<file path="src/rtl/fbf_pkg.sv">
package fbf_pkg;

  localparam int BEAT_BYTES  = 8;
  localparam int BEAT_SHIFT  = 3;
  localparam int DATA_W      = BEAT_BYTES * 8;
  localparam int OUTST_SHIFT = 8;

  typedef enum logic [1:0] {
    ST_IDLE,
    ST_FETCH,
    ST_DRAIN
  } fbfState_e;

  // strobes from control to datapath
  typedef struct packed {
    logic loadFrame;
    logic takeReq;
    logic beatIn;
    logic burstDone;
  } fbfStrobe_t;

endpackage

</file>
<file path="src/rtl/fbf_datapath.sv">
module fbf_datapath
  import fbf_pkg::*;
#(
  parameter int ADDR_W    = 32,
  parameter int LEN_W     = 16,
  parameter int CNT_W     = 12,
  parameter int FREE_W    = 12,
  parameter int BURST_W   = 5,
  parameter int OUTST_W   = 4,
  parameter int DEF_BURST = 8,
  parameter int DEF_OUTST = 4,
  parameter int MAX_BURST = 16
) (
  input  logic               clk,
  input  logic               rstN,
  input  fbfStrobe_t         strobe,
  input  logic [ADDR_W-1:0]  baseAddr,
  input  logic [LEN_W-1:0]   lineBytes,
  input  logic [CNT_W-1:0]   lineCount,
  input  logic [ADDR_W-1:0]  linePitch,
  input  logic [BURST_W-1:0] burstField,
  input  logic [OUTST_W-1:0] outstField,
  input  logic [FREE_W-1:0]  fifoFree,
  output logic [ADDR_W-1:0]  reqAddr,
  output logic [BURST_W-1:0] reqBeats,
  output logic               reqLastOfFrame,
  output logic               canIssue,
  output logic               outIdle,
  output logic [OUTST_W:0]   outCnt,
  output logic [OUTST_W-1:0] outLimit
);

  localparam int ROOM_W = ((FREE_W > LEN_W) ? FREE_W : LEN_W) + 2;

  logic [ADDR_W-1:0]  lineStart;
  logic [ADDR_W-1:0]  pitchQ;
  logic [LEN_W-1:0]   lineLen;
  logic [LEN_W-1:0]   offset;
  logic [CNT_W-1:0]   linesLeft;
  logic [BURST_W-1:0] burstCfg;
  logic [ROOM_W-1:0]  inflight;

  logic [LEN_W-1:0]   remBeats;
  logic [LEN_W-1:0]   reqBytesL;
  logic [ROOM_W-1:0]  reqBytesR;
  logic               lineEnd;
  logic               room;

  function automatic logic [BURST_W-1:0] pickBurst(input logic [BURST_W-1:0] f);
    if (f == '0)
      return BURST_W'(DEF_BURST);
    else if (int'(f) > MAX_BURST)
      return BURST_W'(MAX_BURST);
    else
      return f;
  endfunction

  function automatic logic [OUTST_W-1:0] pickOutst(input logic [OUTST_W-1:0] f);
    if (f == '0)
      return OUTST_W'(DEF_OUTST);
    else
      return f;
  endfunction

  // burst sizing: clip at the end of the line
  always_comb begin
    remBeats = (lineLen - offset) >> BEAT_SHIFT;
    if (remBeats < LEN_W'(burstCfg))
      reqBeats = remBeats[BURST_W-1:0];
    else
      reqBeats = burstCfg;
    reqBytesL      = LEN_W'(reqBeats) << BEAT_SHIFT;
    reqBytesR      = ROOM_W'(reqBeats) << BEAT_SHIFT;
    lineEnd        = (offset + reqBytesL) == lineLen;
    reqLastOfFrame = lineEnd && (linesLeft == '0);
    reqAddr        = lineStart + ADDR_W'(offset);
    room           = ROOM_W'(fifoFree) >= (inflight + reqBytesR);
    canIssue       = room && (outCnt < {1'b0, outLimit});
    outIdle        = (outCnt == '0);
  end

  // line walker
  always_ff @(posedge clk or negedge rstN) begin
    if (!rstN) begin
      lineStart <= '0;
      pitchQ    <= '0;
      lineLen   <= '0;
      offset    <= '0;
      linesLeft <= '0;
      burstCfg  <= BURST_W'(DEF_BURST);
      outLimit  <= OUTST_W'(DEF_OUTST);
    end else if (strobe.loadFrame) begin
      lineStart <= baseAddr;
      pitchQ    <= linePitch;
      lineLen   <= lineBytes;
      offset    <= '0;
      linesLeft <= lineCount - CNT_W'(1);
      burstCfg  <= pickBurst(burstField);
      outLimit  <= pickOutst(outstField);
    end else if (strobe.takeReq) begin
      if (lineEnd) begin
        offset    <= '0;
        lineStart <= lineStart + pitchQ;
        if (linesLeft != '0)
          linesLeft <= linesLeft - CNT_W'(1);
      end else begin
        offset <= offset + reqBytesL;
      end
    end
  end

  // bursts and bytes still owed by the bus
  always_ff @(posedge clk or negedge rstN) begin
    if (!rstN) begin
      outCnt   <= '0;
      inflight <= '0;
    end else begin
      outCnt   <= outCnt + (OUTST_W+1)'(strobe.takeReq) - (OUTST_W+1)'(strobe.burstDone);
      inflight <= inflight
                  + (strobe.takeReq ? reqBytesR : '0)
                  - (strobe.beatIn ? ROOM_W'(BEAT_BYTES) : '0);
    end
  end

endmodule

</file>
<file path="src/rtl/fbf_ctrl.sv">
module fbf_ctrl
  import fbf_pkg::*;
#(
  parameter int ADDR_W  = 32,
  parameter int BURST_W = 5
) (
  input  logic               clk,
  input  logic               rstN,
  input  logic               frameStart,
  input  logic               abortReq,
  input  logic               arReady,
  input  logic               rValid,
  input  logic               rLast,
  input  logic               rErr,
  input  logic               canIssue,
  input  logic               reqLastOfFrame,
  input  logic               outIdle,
  input  logic [ADDR_W-1:0]  reqAddr,
  input  logic [BURST_W-1:0] reqBeats,
  output fbfStrobe_t         strobe,
  output logic               arValid,
  output logic [ADDR_W-1:0]  arAddr,
  output logic [BURST_W-1:0] arLen,
  output logic               fifoPush,
  output logic               dmaEnd,
  output logic               busError
);

  fbfState_e state;
  fbfState_e stateNext;
  logic      discard;
  logic      takeReq;

  always_comb begin
    takeReq = (state == ST_FETCH) && !frameStart && !abortReq &&
              !discard && !arValid && canIssue;
    strobe.loadFrame = frameStart;
    strobe.takeReq   = takeReq;
    strobe.beatIn    = rValid;
    strobe.burstDone = rValid && rLast;
    fifoPush         = rValid && !discard && !rErr;
  end

  always_comb begin
    stateNext = state;
    if (frameStart)
      stateNext = ST_FETCH;
    else if (abortReq)
      stateNext = ST_IDLE;
    else if ((state == ST_FETCH) && takeReq && reqLastOfFrame)
      stateNext = ST_DRAIN;
    else if ((state == ST_DRAIN) && outIdle)
      stateNext = ST_IDLE;
  end

  always_ff @(posedge clk or negedge rstN) begin
    if (!rstN) begin
      state    <= ST_IDLE;
      discard  <= 1'b0;
      dmaEnd   <= 1'b0;
      busError <= 1'b0;
    end else begin
      state    <= stateNext;
      dmaEnd   <= (state == ST_DRAIN) && outIdle && !frameStart && !abortReq;
      busError <= rValid && rErr;
      if (abortReq)
        discard <= 1'b1;
      else if (discard && outIdle)
        discard <= 1'b0;
    end
  end

  // address channel register
  always_ff @(posedge clk or negedge rstN) begin
    if (!rstN) begin
      arValid <= 1'b0;
      arAddr  <= '0;
      arLen   <= '0;
    end else if (takeReq) begin
      arValid <= 1'b1;
      arAddr  <= reqAddr;
      arLen   <= reqBeats;
    end else if (arReady) begin
      arValid <= 1'b0;
    end
  end

endmodule

</file>
<file path="src/rtl/fb_line_fetch.sv">
module fb_line_fetch
  import fbf_pkg::*;
#(
  parameter int ADDR_W    = 32,
  parameter int LEN_W     = 16,
  parameter int CNT_W     = 12,
  parameter int FREE_W    = 12,
  parameter int BURST_W   = 5,
  parameter int OUTST_W   = 4,
  parameter int DEF_BURST = 8,
  parameter int DEF_OUTST = 4,
  parameter int MAX_BURST = 16
) (
  input  logic                           clk,
  input  logic                           rstN,
  input  logic                           frameStart,
  input  logic                           abortReq,
  input  logic [ADDR_W-1:0]              baseAddr,
  input  logic [LEN_W-1:0]               lineBytes,
  input  logic [CNT_W-1:0]               lineCount,
  input  logic signed [ADDR_W-1:0]       linePitch,
  input  logic [OUTST_SHIFT+OUTST_W-1:0] busOpts,
  output logic                           arValid,
  input  logic                           arReady,
  output logic [ADDR_W-1:0]              arAddr,
  output logic [BURST_W-1:0]             arLen,
  input  logic                           rValid,
  input  logic [DATA_W-1:0]              rData,
  input  logic                           rLast,
  input  logic                           rErr,
  input  logic [FREE_W-1:0]              fifoFree,
  output logic                           fifoPush,
  output logic [DATA_W-1:0]              fifoData,
  output logic                           dmaEnd,
  output logic                           busError
);

  fbfStrobe_t         strobe;
  logic [ADDR_W-1:0]  reqAddr;
  logic [BURST_W-1:0] reqBeats;
  logic               reqLastOfFrame;
  logic               canIssue;
  logic               outIdle;
  logic [OUTST_W:0]   outCnt;
  logic [OUTST_W-1:0] outLimit;

  assign fifoData = rData;

  fbf_datapath #(
    .ADDR_W(ADDR_W), .LEN_W(LEN_W), .CNT_W(CNT_W), .FREE_W(FREE_W),
    .BURST_W(BURST_W), .OUTST_W(OUTST_W), .DEF_BURST(DEF_BURST),
    .DEF_OUTST(DEF_OUTST), .MAX_BURST(MAX_BURST)
  ) dp_i (
    .clk(clk),
    .rstN(rstN),
    .strobe(strobe),
    .baseAddr(baseAddr),
    .lineBytes(lineBytes),
    .lineCount(lineCount),
    .linePitch(linePitch),
    .burstField(busOpts[BURST_W-1:0]),
    .outstField(busOpts[OUTST_SHIFT +: OUTST_W]),
    .fifoFree(fifoFree),
    .reqAddr(reqAddr),
    .reqBeats(reqBeats),
    .reqLastOfFrame(reqLastOfFrame),
    .canIssue(canIssue),
    .outIdle(outIdle),
    .outCnt(outCnt),
    .outLimit(outLimit)
  );

  fbf_ctrl #(.ADDR_W(ADDR_W), .BURST_W(BURST_W)) ctrl_i (
    .clk(clk),
    .rstN(rstN),
    .frameStart(frameStart),
    .abortReq(abortReq),
    .arReady(arReady),
    .rValid(rValid),
    .rLast(rLast),
    .rErr(rErr),
    .canIssue(canIssue),
    .reqLastOfFrame(reqLastOfFrame),
    .outIdle(outIdle),
    .reqAddr(reqAddr),
    .reqBeats(reqBeats),
    .strobe(strobe),
    .arValid(arValid),
    .arAddr(arAddr),
    .arLen(arLen),
    .fifoPush(fifoPush),
    .dmaEnd(dmaEnd),
    .busError(busError)
  );

endmodule

</file>
<file path="config.mk">
export PLATFORM = sky130hd
export DESIGN_NAME = fb_line_fetch
export DESIGN_NICKNAME = d
export VERILOG_FILES = /design/src/rtl/fbf_pkg.sv /design/src/rtl/fbf_datapath.sv /design/src/rtl/fbf_ctrl.sv /design/src/rtl/fb_line_fetch.sv
export SDC_FILE = /design/constraint.sdc
export NUM_CORES = 1
export LEC_CHECK = 0
export BUFFER_PORTS_ARGS = -buffer_cell sky130_fd_sc_hd__clkbuf_2
export CORE_MARGIN = 2
export CORE_UTILIZATION = 55
export CTS_BUF_LIST = sky130_fd_sc_hd__clkbuf_4
export DETAILED_ROUTE_END_ITERATION = 16
export PLACE_DENSITY = 0.8
export SYNTH_ARGS = -nofsm -noshare
export SYNTH_HDL_FRONTEND = slang
export SYNTH_HIERARCHICAL = 1
export SYNTH_SLANG_ARGS = --single-unit
</file>
<file path="constraint.sdc">
create_clock -name clk -period 27.6 [get_ports clk]
set_input_delay 1.38 -clock clk [delete_from_list [all_inputs] [get_ports clk]]
set_output_delay 1.38 -clock clk [all_outputs]
set_load 0.005 [all_outputs]
</file>
# [Word-level counts from Yosys, hierarchy flattened]
# Cells that the tools add are included.
[op_classes] order_cmp=4 n_reduce_logical=35 addsub=11 n_eq_ne=3 n_mux=24
[op_table] op="32-bit two-way mux" count=3
[op_table] op="12-bit two-way mux" count=4
[op_table] op="16-bit two-way mux" count=3
[op_table] op="32-bit by 16-bit adder with 32-bit output" count=1
[op_table] op="32-bit adder" count=1
[op_table] op="12-bit by 1-bit subtractor with 12-bit output (second input constant)" count=2
[op_table] op="18-bit adder" count=1
[op_table] op="18-bit by 8-bit adder with 18-bit output" count=1
[op_table] op="12-bit by 18-bit greater-or-equal comparator with 1-bit output" count=1
[op_table] op="18-bit subtractor" count=1
[op_table] op="1-bit logical AND" count=17
[op_table] op="16-bit by 8-bit adder with 16-bit output" count=1
[op_table] op="16-bit == test" count=1
[op_table] op="16-bit subtractor" count=1
[op_table] op="5-bit two-way mux" count=3
[op_table] op="13-bit by 5-bit < comparator with 1-bit output" count=1
[op_table] op="12-bit logical NOT" count=1
[op_table] op="12-bit nonzero test" count=1
[op_table] op="5-bit logical NOT" count=2
[op_table] op="2-bit nonzero test" count=5
[op_table] op="2-bit two-way mux" count=4
[op_table] op="4-bit two-way mux" count=2
[op_table] op="8-bit two-way mux" count=1
[op_table] op="5-bit by 1-bit adder with 5-bit output" count=1
[op_table] op="11 further kinds" count=18
[totals] output_inout_bits=105 input_bits=188 ff_bits=183 elab_cells=93

# [Longest topological paths before layout]
# Gate-level depths: netlist of the first run.
[logic_depth] depth_word=12 mapped_depth=49 mapped_depth_nobuf=43

# [Modules after synthesis]
# Netlist of the first run, hierarchy kept.
[modules_own_cells] module="fbf_datapath" n_inst=1 area_per_inst_um2=10631.4 cells_each=1157 seq_area_each_um2=3355.7
[modules_own_cells] module="fbf_ctrl" n_inst=1 area_per_inst_um2=1682.9 cells_each=105 seq_area_each_um2=1076.0
[modules_own_cells] module="fb_line_fetch" n_inst=1 area_per_inst_um2=480.5 cells_each=64 seq_area_each_um2=0.0

# [Worst setup path after synthesis of the first run]
# OpenSTA, ideal clock, no wires.
[synth_path] path_kind="reg-to-reg" start="reg dp_i.offset[3]" end="reg dp_i.inflight[15]" period_less_slack_ns=9.137 t_required_ns=27.528 setup_ns=0.072 slack_ns=18.463 n_path_buf=6 t_arrival_ns=9.065 stages_incl_launch_ff=50 cell_sequence="dfrtp_1 inv_1 ha_1 o21a_2 o21a_1 nor2_1 xnor2_1 ha_1 nor2b_1 o21ai_0 o2111ai_1 or4b_1 buf_6 mux2i_1 ha_1 fa_1 a21oi_1 nor2_1 (+14 left out) inv_1 buf_4 clkbuf_1 clkbuf_1 nand2_1 fa_1 inv_1 ha_1 ha_1 o21a_1 o21ai_0 nand2_1 a21o_1 a211o_1 a21oi_1 o21ai_0 or4b_2 nand4b_1"
[synth_via] elab_chain_cells=10
[synth_rtl] element="from (decl)" line="fbf_datapath.sv:38" rtl="logic [LEN_W-1:0] offset;"
[synth_rtl] element="from (signal assigned)" line="fbf_datapath.sv:107" rtl="offset <= offset + reqBytesL;"
[synth_rtl] element="16-bit subtractor *" line="fbf_datapath.sv:67" rtl="remBeats = (lineLen - offset) >> BEAT_SHIFT;"
[synth_rtl] element="13-bit by 5-bit < comparator with 1-bit output" line="fbf_datapath.sv:68" rtl="if (remBeats < LEN_W'(burstCfg))"
[synth_rtl] element="5-bit two-way mux *" line="fbf_datapath.sv:68"
[synth_rtl] element="net reqBeats[0]" line="fb_line_fetch.sv:40" rtl="logic [BURST_W-1:0] reqBeats;"
[synth_rtl] element="18-bit by 8-bit adder with 18-bit output *" line="fbf_datapath.sv:77" rtl="room = ROOM_W'(fifoFree) >= (inflight + reqBytesR);"
[synth_rtl] element="12-bit by 18-bit greater-or-equal comparator with 1-bit output *" line="fbf_datapath.sv:77"
[synth_rtl] element="1-bit logical AND *" line="fbf_datapath.sv:78" rtl="canIssue = room && (outCnt < {1'b0, outLimit});"
[synth_rtl] element="net canIssue" line="fb_line_fetch.sv:42" rtl="logic canIssue;"
[synth_rtl] element="1-bit logical AND *" line="fbf_ctrl.sv:36" rtl="!discard && !arValid && canIssue;"
[synth_rtl] element="net ctrl_i.takeReq" line="fbf_ctrl.sv:32" rtl="logic takeReq;"
[synth_rtl] element="8-bit two-way mux *" line="fbf_datapath.sv:120" rtl="+ (strobe.takeReq ? reqBytesR : '0)"
[synth_rtl] element="18-bit adder *" line="fbf_datapath.sv:120"
[synth_rtl] element="18-bit subtractor *" line="fbf_datapath.sv:121" rtl="- (strobe.beatIn ? ROOM_W'(BEAT_BYTES) : '0);"
[synth_rtl] element="to (signal assigned)" line="fbf_datapath.sv:119" rtl="inflight <= inflight"
[synth_rtl] element="to (decl)" line="fbf_datapath.sv:41" rtl="logic [ROOM_W-1:0] inflight;"
# The timed path passes the listed nets; every way through them passes the cells marked *.
# A chain may end at the register's enable or synchronous reset.

==> flow_summary.toml, run 1 <==
[grt]
grt_pass1_vias = 9646
antenna_found_initial = 1
track_usage_pct = 23.85
grt_overflow = 0
grt_pass1_wl_um = 46950
grt_max_degree = 79

[logic_synthesis]
ys_async_sr_fraction_pct = 100.0
syn-num-nets = 1635
yosysTopAreaCell = "dfrtp_1"
synthesis.area_um2 = 12790
synth_top_area_share_pct = 34.23
synthCells = 1326
yosysMostFrequentCell = "dfrtp_1"
synth_common_cells = "dfrtp_1, ha_1, inv_1"
synth_edf_count = 0
synth_ff_type = "dfrtp_1"
synth_seq_area_share_pct = 34.64
ys_top_cells_by_area = "dfrtp_1, ha_1, mux2_2"
synth_warnings = 6
ys_seq_elements = 177
synth_area_per_cell_um2 = 9.649
ys_types = 79

[worst_setup_path]
rr_worst_depth = 43
start_kind = "flop"
critPathRequiredTime_ns = 28.11
crit_arrival_ns = 10.10
slowest_stage = "or4b_1"
end_kind = "flop"
cp_common_cell = "ha_1"
crit_fanout = 5
cp_slowest_stage_delay_ns = 0.66
r2r-start = "dp_i/offset[3]"
r2r_slack_ns = 18.00
rr_endpoint = "dp_i/inflight[15]"
worst-setup-path-type = "flop to flop"

[power_and_ir_drop]
power_density_nw_per_um2 = 64.10
p_leak_uw = 0.006493
vdd_ir_drop_max_v = 0.00003858
p_clk_share_pct = 17.8
p_comb_share_pct = 44.6
pwr-share-seq_pct = 37.7
internal-power_uw = 525.9
swShare_pct = 39.67
power_switching_uw = 345.9

[hold_path]
hold_path_end = "dp_i/lineLen[0]"
hold_start = "dp_i/lineLen[0]"
hold_path_depth = 1
hp-class = "flop to flop"

[routing]
routed.top_layer = "met4"
drt_wl_total_um = 28750
drt_iter0_markers = 571
num_vias = 9784
wl_met2_um = 13300
wl_met1_um = 13200
vias_per_cell = 5.759
ant_nets = 0
wire_per_inst_um = 16.92
post-route-drc-count = 0
route.met3.wl_um = 1558
dr.pass1.iters = 5

[clocking]
hold_buffers = 0
cts_resized = 0
cts_sinks = 177
clock_latency_ns = 0.59
cts.path.max_buffers = 2
cts_buffers = 17
cts_max_level = 4
cts_tree = "built"
clkTransAtPathRegs_ns = 0.16
clock-root-buffer = "clkbuf_4"
post_cts_buffers = 0

[timing]
period_share_pct = 34.77
final.setup.tns_ns = 0
rsz0062_at_grt = "false"
worst_pin_slew_ns = 1.191
layout_setup_ws_ns = 18.00
drv_slew = 0
clock_skew_ns = 0.02797
maxSlewHeadroom_pct = 20.34
setup_violations = 0
fin_crit_ns = 9.596
hold_viol = 0
clock.fmax_mhz = 104.2

[floorplanning]
placeableCoreArea_um2 = 22710
ioPinCount = 293
start_util_pct = 56.34
die_width_um = 156.5
die_h_um = 156.5
rows = 55
die_area_um2 = 24500

[run_status]
status = "complete, no violations"

[flow_run]
drv_cap = 0

[placement]
pre_cts_ws_ns = 18.13
dp_hpwl_um = 21430
place.gp.congestion = 0.8818
dp_cells = 1666
portBuffers = 158

[final_layout]
syn2layout_area_growth_pct = 6.297
fillers = 1935
drive_gt1_share_pct = 22.29
final_nets = 1709
final_cells = 1699
## metal layers
| layer | GRT usage [%] | vias to the layer above |
|---|---|---|
| li1 | - | 4763 |
| met1 | 32.72 | 4664 |
| met2 | 38.64 | 298 |
| met3 | 3.545 | 59 |
| met4 | 8.344 | 0 |
| met5 | 0 | - |
## kinds of logic after synthesis
| group | count (synthesis) | synth area share (%) |
|---|---|---|
| DFF | 177 | 34.64 |
| xor gates and xnor gates | 118 | 8.078 |
| muxes | 118 | 10.49 |
| adders and majority gates | 121 | 12.18 |
| buffers and inverters | 201 | 8.195 |
| AOI/OAI and AO/OA | 288 | 14.50 |
| and+or+nand+nor | 303 | 11.91 |
## state kept, by name, summed over array words and instances, names as in the netlist
| signal | count |
|---|---|
| ctrl_i/arAddr | 32 |
| dp_i/lineStart | 32 |
| dp_i/pitchQ | 32 |
| dp_i/lineLen | 16 |
| dp_i/inflight | 15 |
| dp_i/offset | 13 |
| dp_i/linesLeft | 12 |
| ctrl_i/arLen | 5 |
| dp_i/burstCfg | 5 |
| dp_i/outCnt | 5 |
| dp_i/outLimit | 4 |
| ctrl_i/state | 2 |
| ctrl_i/arValid | 1 |
| ctrl_i/busError | 1 |
| ctrl_i/discard | 1 |
| ctrl_i/dmaEnd | 1 |
## worst max path at each step
| stage | from | end | slack [ns] |
|---|---|---|---|
| 2_1_floorplan | dp_i/offset[3] | dp_i/inflight[15] | 18.46 |
| 3_3_place_gp | dp_i/offset[3] | dp_i/inflight[15] | 18.40 |
| 3_5_place_dp | dp_i/offset[3] | dp_i/inflight[15] | 18.13 |
| 4_1_cts | dp_i/offset[3] | dp_i/inflight[15] | 18.05 |
| 5_1_grt | dp_i/offset[3] | dp_i/inflight[15] | 17.49 |
| 6_report | dp_i/offset[3] | dp_i/inflight[15] | 18.00 |
## cell type report
class / instances / area [um2] / share of cell area, %
well taps: 285 / 356.6 / 2.622
repair buffers: 165 / 852.1 / 6.265
flip-flops and latches: 177 / 4432 / 32.59
clock inverters: 15 / 168.9 / 1.242
clock buffers: 17 / 127.6 / 0.9384
diodes: 1 / 2.502 / 0.01840
inverters: 91 / 341.6 / 2.512
multi-input cells: 948 / 7320 / 53.82
## metrics by stage
stage	cell area [um2]	utilization, %	hold slack, ns	total power [uW]
final	13600	59.89	0.5221	871.8
after global routing	13600	59.89	0.5487	944.0
after CTS	13600	59.88	0.5224	876.1
after detailed placement	13300	58.57	0.4895	717.8
after global placement	13300	58.57	0.4828	696.6
after floorplan	12790	-	0.4538	637.3
## placed cells by master (no fill, tap or decap), drive strengths merged, types with 7 or more instances in the layout
| cell type | instances |
|---|---|
| dfrtp | 175 |
| xor2 | 40 |
| nor3 | 30 |
| a31oi | 9 |
| nand2b | 8 |
| a21o | 18 |
| xnor2 | 78 |
| inv | 99 |
| ha | 115 |
| o21ai | 77 |
| buf | 9 |
| a211oi | 7 |
| and3 | 15 |
| nor2 | 59 |
| clkbuf | 173 |
| nor4 | 8 |
| nand3 | 27 |
| o21a | 20 |
| nor2b | 14 |
| o211ai | 7 |
| nand2 | 89 |
| o21bai | 8 |
| mux2 | 93 |
| o22ai | 8 |
| nand4 | 9 |
| or3 | 9 |
| mux2i | 25 |
| a21oi | 84 |
## worst max-delay path: cells and delay by family (launching register included)
family                   cells  cell delay [ns]
AO/OA/AOI/OAI               13             2.73
XOR/XNOR                     2             0.22
adder cells (fa/ha/maj)      8             2.40
buffers and inverters        3             0.28
flip-flops                   1             0.44
multiplexers                 1             0.29
AND/OR/NAND/NOR             16             3.16
## power groups by stage
stage | combinational [uW] | sequential (uW) | clock (uW)
floorplan | 314 | 324 | 0
global placement | 365 | 332 | 0
detailed placement | 384 | 333 | 0
CTS | 387 | 329 | 160
global route | 440 | 334 | 170
finish | 389 | 328 | 155
(Power assumes the default switching activity.)
==> inputs of run 2 (changes only) <==
--- a/config.mk
+++ b/config.mk
@@ -5,12 +5,13 @@
 export SDC_FILE = /design/constraint.sdc
 export NUM_CORES = 1
 export LEC_CHECK = 0
+export ABC_AREA = 1
 export BUFFER_PORTS_ARGS = -buffer_cell sky130_fd_sc_hd__clkbuf_2
 export CORE_MARGIN = 2
 export CORE_UTILIZATION = 55
 export CTS_BUF_LIST = sky130_fd_sc_hd__clkbuf_4
 export DETAILED_ROUTE_END_ITERATION = 16
-export PLACE_DENSITY = 0.8
+export PLACE_DENSITY = 0.79
 export SYNTH_ARGS = -nofsm -noshare
 export SYNTH_HDL_FRONTEND = slang
 export SYNTH_HIERARCHICAL = 1
==> constraint.sdc (replaced) <==
create_clock -name clk -period 9.8 [get_ports clk]
set_input_delay 0.49 -clock clk [delete_from_list [all_inputs] [get_ports clk]]
set_output_delay 0.49 -clock clk [all_outputs]
set_load 0.005 [all_outputs]
==> flow_summary.toml, run 2 <==
[logic_synthesis]
synth_top_area_share_pct = 31.90
synth_warnings = 6
synth_seq_area_share_pct = 32.28
synth_ff_type = "dfrtp_1"
synth_edf_count = 0
synth_common_cells = "nand2_1, inv_1, dfrtp_1"
yosysMostFrequentCell = "nand2_1"
ys_top_cells_by_area = "dfrtp_1, nand2_1, ha_1"
synthesis.area_um2 = 13730
syn-num-nets = 2200
synth_area_per_cell_um2 = 7.260
ys_seq_elements = 177
ys_types = 47
yosysTopAreaCell = "dfrtp_1"
ys_async_sr_fraction_pct = 100.0
synthCells = 1891

[final_layout]
fillers = 2270
register_area_um2 = 4432
top_regs = "ctrl_i/arAddr: 32 flops, dp_i/lineStart: 32 flops, dp_i/pitchQ: 32 flops"
multi_input_area_um2 = 7786
drive_gt1_share_pct = 11.80
final_cell_mix = "nand2_1, inv_1, dfrtp_1, clkbuf_2, nand3_1"
design_area_um2 = 14510
syn2layout_area_growth_pct = 5.724
mostFrequentLayoutCell = "nand2_1"
final_cells = 2301
final_nets = 2271

[worst_setup_path]
critPathRequiredTime_ns = 10.34
start_kind = "flop"
cp_slowest_stage_delay_ns = 0.51
worst-setup-path-type = "flop to flop"
crit_arrival_ns = 8.86
slowest_stage = "dfrtp_1"
rr_worst_depth = 41
critical_path_depth = 41
path_delay_family = "compound AO/OA/AOI/OAI gates"
crit_fanout = 28
worst-path-buf-inv = 4
cp_common_cell = "a21oi_1"
end_kind = "flop"

[power_and_ir_drop]
internal-power_uw = 1539
power_switching_uw = 1256
p_comb_share_pct = 49.4
power_density_nw_per_um2 = 192.6
p_clk_share_pct = 15.8
swShare_pct = 44.95
pwr-share-seq_pct = 34.8
vdd_ir_drop_max_v = 0.0001061
p_leak_uw = 0.008088

[routing]
num_vias = 12430
routed.top_layer = "met4"
route.met3.wl_um = 2168
vias_per_cell = 5.401
wire_per_inst_um = 15.60
drt_wl_total_um = 35900
wl_met1_um = 16400
drt_iter0_markers = 984
post-route-drc-count = 0
wl_met2_um = 16600
dr.pass1.iters = 7
ant_nets = 0

[timing]
rsz0062_at_grt = "false"
worst_pin_slew_ns = 1.044
hold_viol = 0
fin_crit_ns = 8.320
clock.fmax_mhz = 120.2
final.setup.tns_ns = 0
setup_violations = 0
maxSlewHeadroom_pct = 30.43
drv_slew = 0
clock_skew_ns = 0.02993
period_share_pct = 84.90

[placement]
portBuffers = 158
dp_hpwl_um = 27530
dp_cells = 2266
place.gp.congestion = 0.9602
placed_area_um2 = 14200

[clocking]
cts_sinks = 177
post_cts_buffers = 0
hold_buffers = 1
clock_latency_ns = 0.60
cts_tree = "built"
cts_resized = 0
cts.path.max_buffers = 2
cts_buffers = 17
clock-root-buffer = "clkbuf_4"
clkTransAtPathRegs_ns = 0.18
cts_max_level = 4

[grt]
grt_pass1_vias = 11860
grt_max_degree = 80
grt_overflow = 0
antenna_found_initial = 2
track_usage_pct = 27.60
grt_pass1_wl_um = 58310

[hold_path]
hold_path_depth = 2
hp-class = "input pin to flop"

[floorplanning]
die_width_um = 162.0
ioPinCount = 293
die_area_um2 = 26240
placeableCoreArea_um2 = 24390
die_h_um = 162.0
rows = 57
start_util_pct = 56.28

[run_status]
status = "complete, no violations"

[flow_run]
drv_cap = 0
-- run 2: final cells by class --
class,count,share of cell area (%)
multi-input combinational,1407,53.65
sequential,177,30.53
timing repair buffer,166,5.940
inverter,193,4.991
tap,324,2.793
clock inverter,14,1.129
clock buffer,18,0.9310
antenna,2,0.03448
-- run 2: path summary, 6_finish.rpt --
kind	from	endpoint	slack, ns
worst max-delay path	dp_i/offset[6]	dp_i/inflight[14]	1.48
worst min-delay path	arReady	ctrl_i/arValid	0.05
worst max register to register	dp_i/offset[6]	dp_i/inflight[14]	1.48
worst min register to register	ctrl_i/arAddr[11]	ctrl_i/arAddr[11]	0.50
max in group asynchronous	rstN	dp_i/inflight[9]	7.43
min in group asynchronous	rstN	dp_i/inflight[15]	0.39
-- run 2: per-stage QoR --
stage	hold slack [ns]	setup slack (ns)	total power (uW)	utilization [%]
5_1_grt	0.02362	0.6946	3048	59.50
6_report	0.04818	1.480	2796	59.51
3_3_place_gp	0.4543	1.861	2300	58.22
3_5_place_dp	0.4600	1.721	2346	58.22
4_1_cts	0.001398	1.634	2793	59.49
2_1_floorplan	0.1944	2.859	2037	-
-- run 2: power groups by stage --
stage                     registers, uW  clock network, uW  logic, uW
after floorplan                     946                  0       1090
after global placement              984                  0       1320
after CTS                           973                453       1370
final                               974                442       1380
after global routing                990                480       1580
after detailed placement            987                  0       1360
-- run 2: cells by family (layout without fill, tap and decap cells) --
family,after synthesis,in the layout,share of synthesized area (%)
buffers and inverters,307,391,11.00
xor gates and xnor gates,89,89,5.778
other,0,2,0
DFF,177,177,32.28
and+or+nand+nor,940,940,28.63
adders and majority gates,121,121,11.36
muxes,16,16,1.167
AOI/OAI and AO/OA,241,241,9.789
-- run 2: layer usage --
metal,vias up,global-route usage (%)
li1,6218,-
met1,5751,37.29
met2,405,45.69
met3,53,4.520
met4,0,8.447
met5,-,0
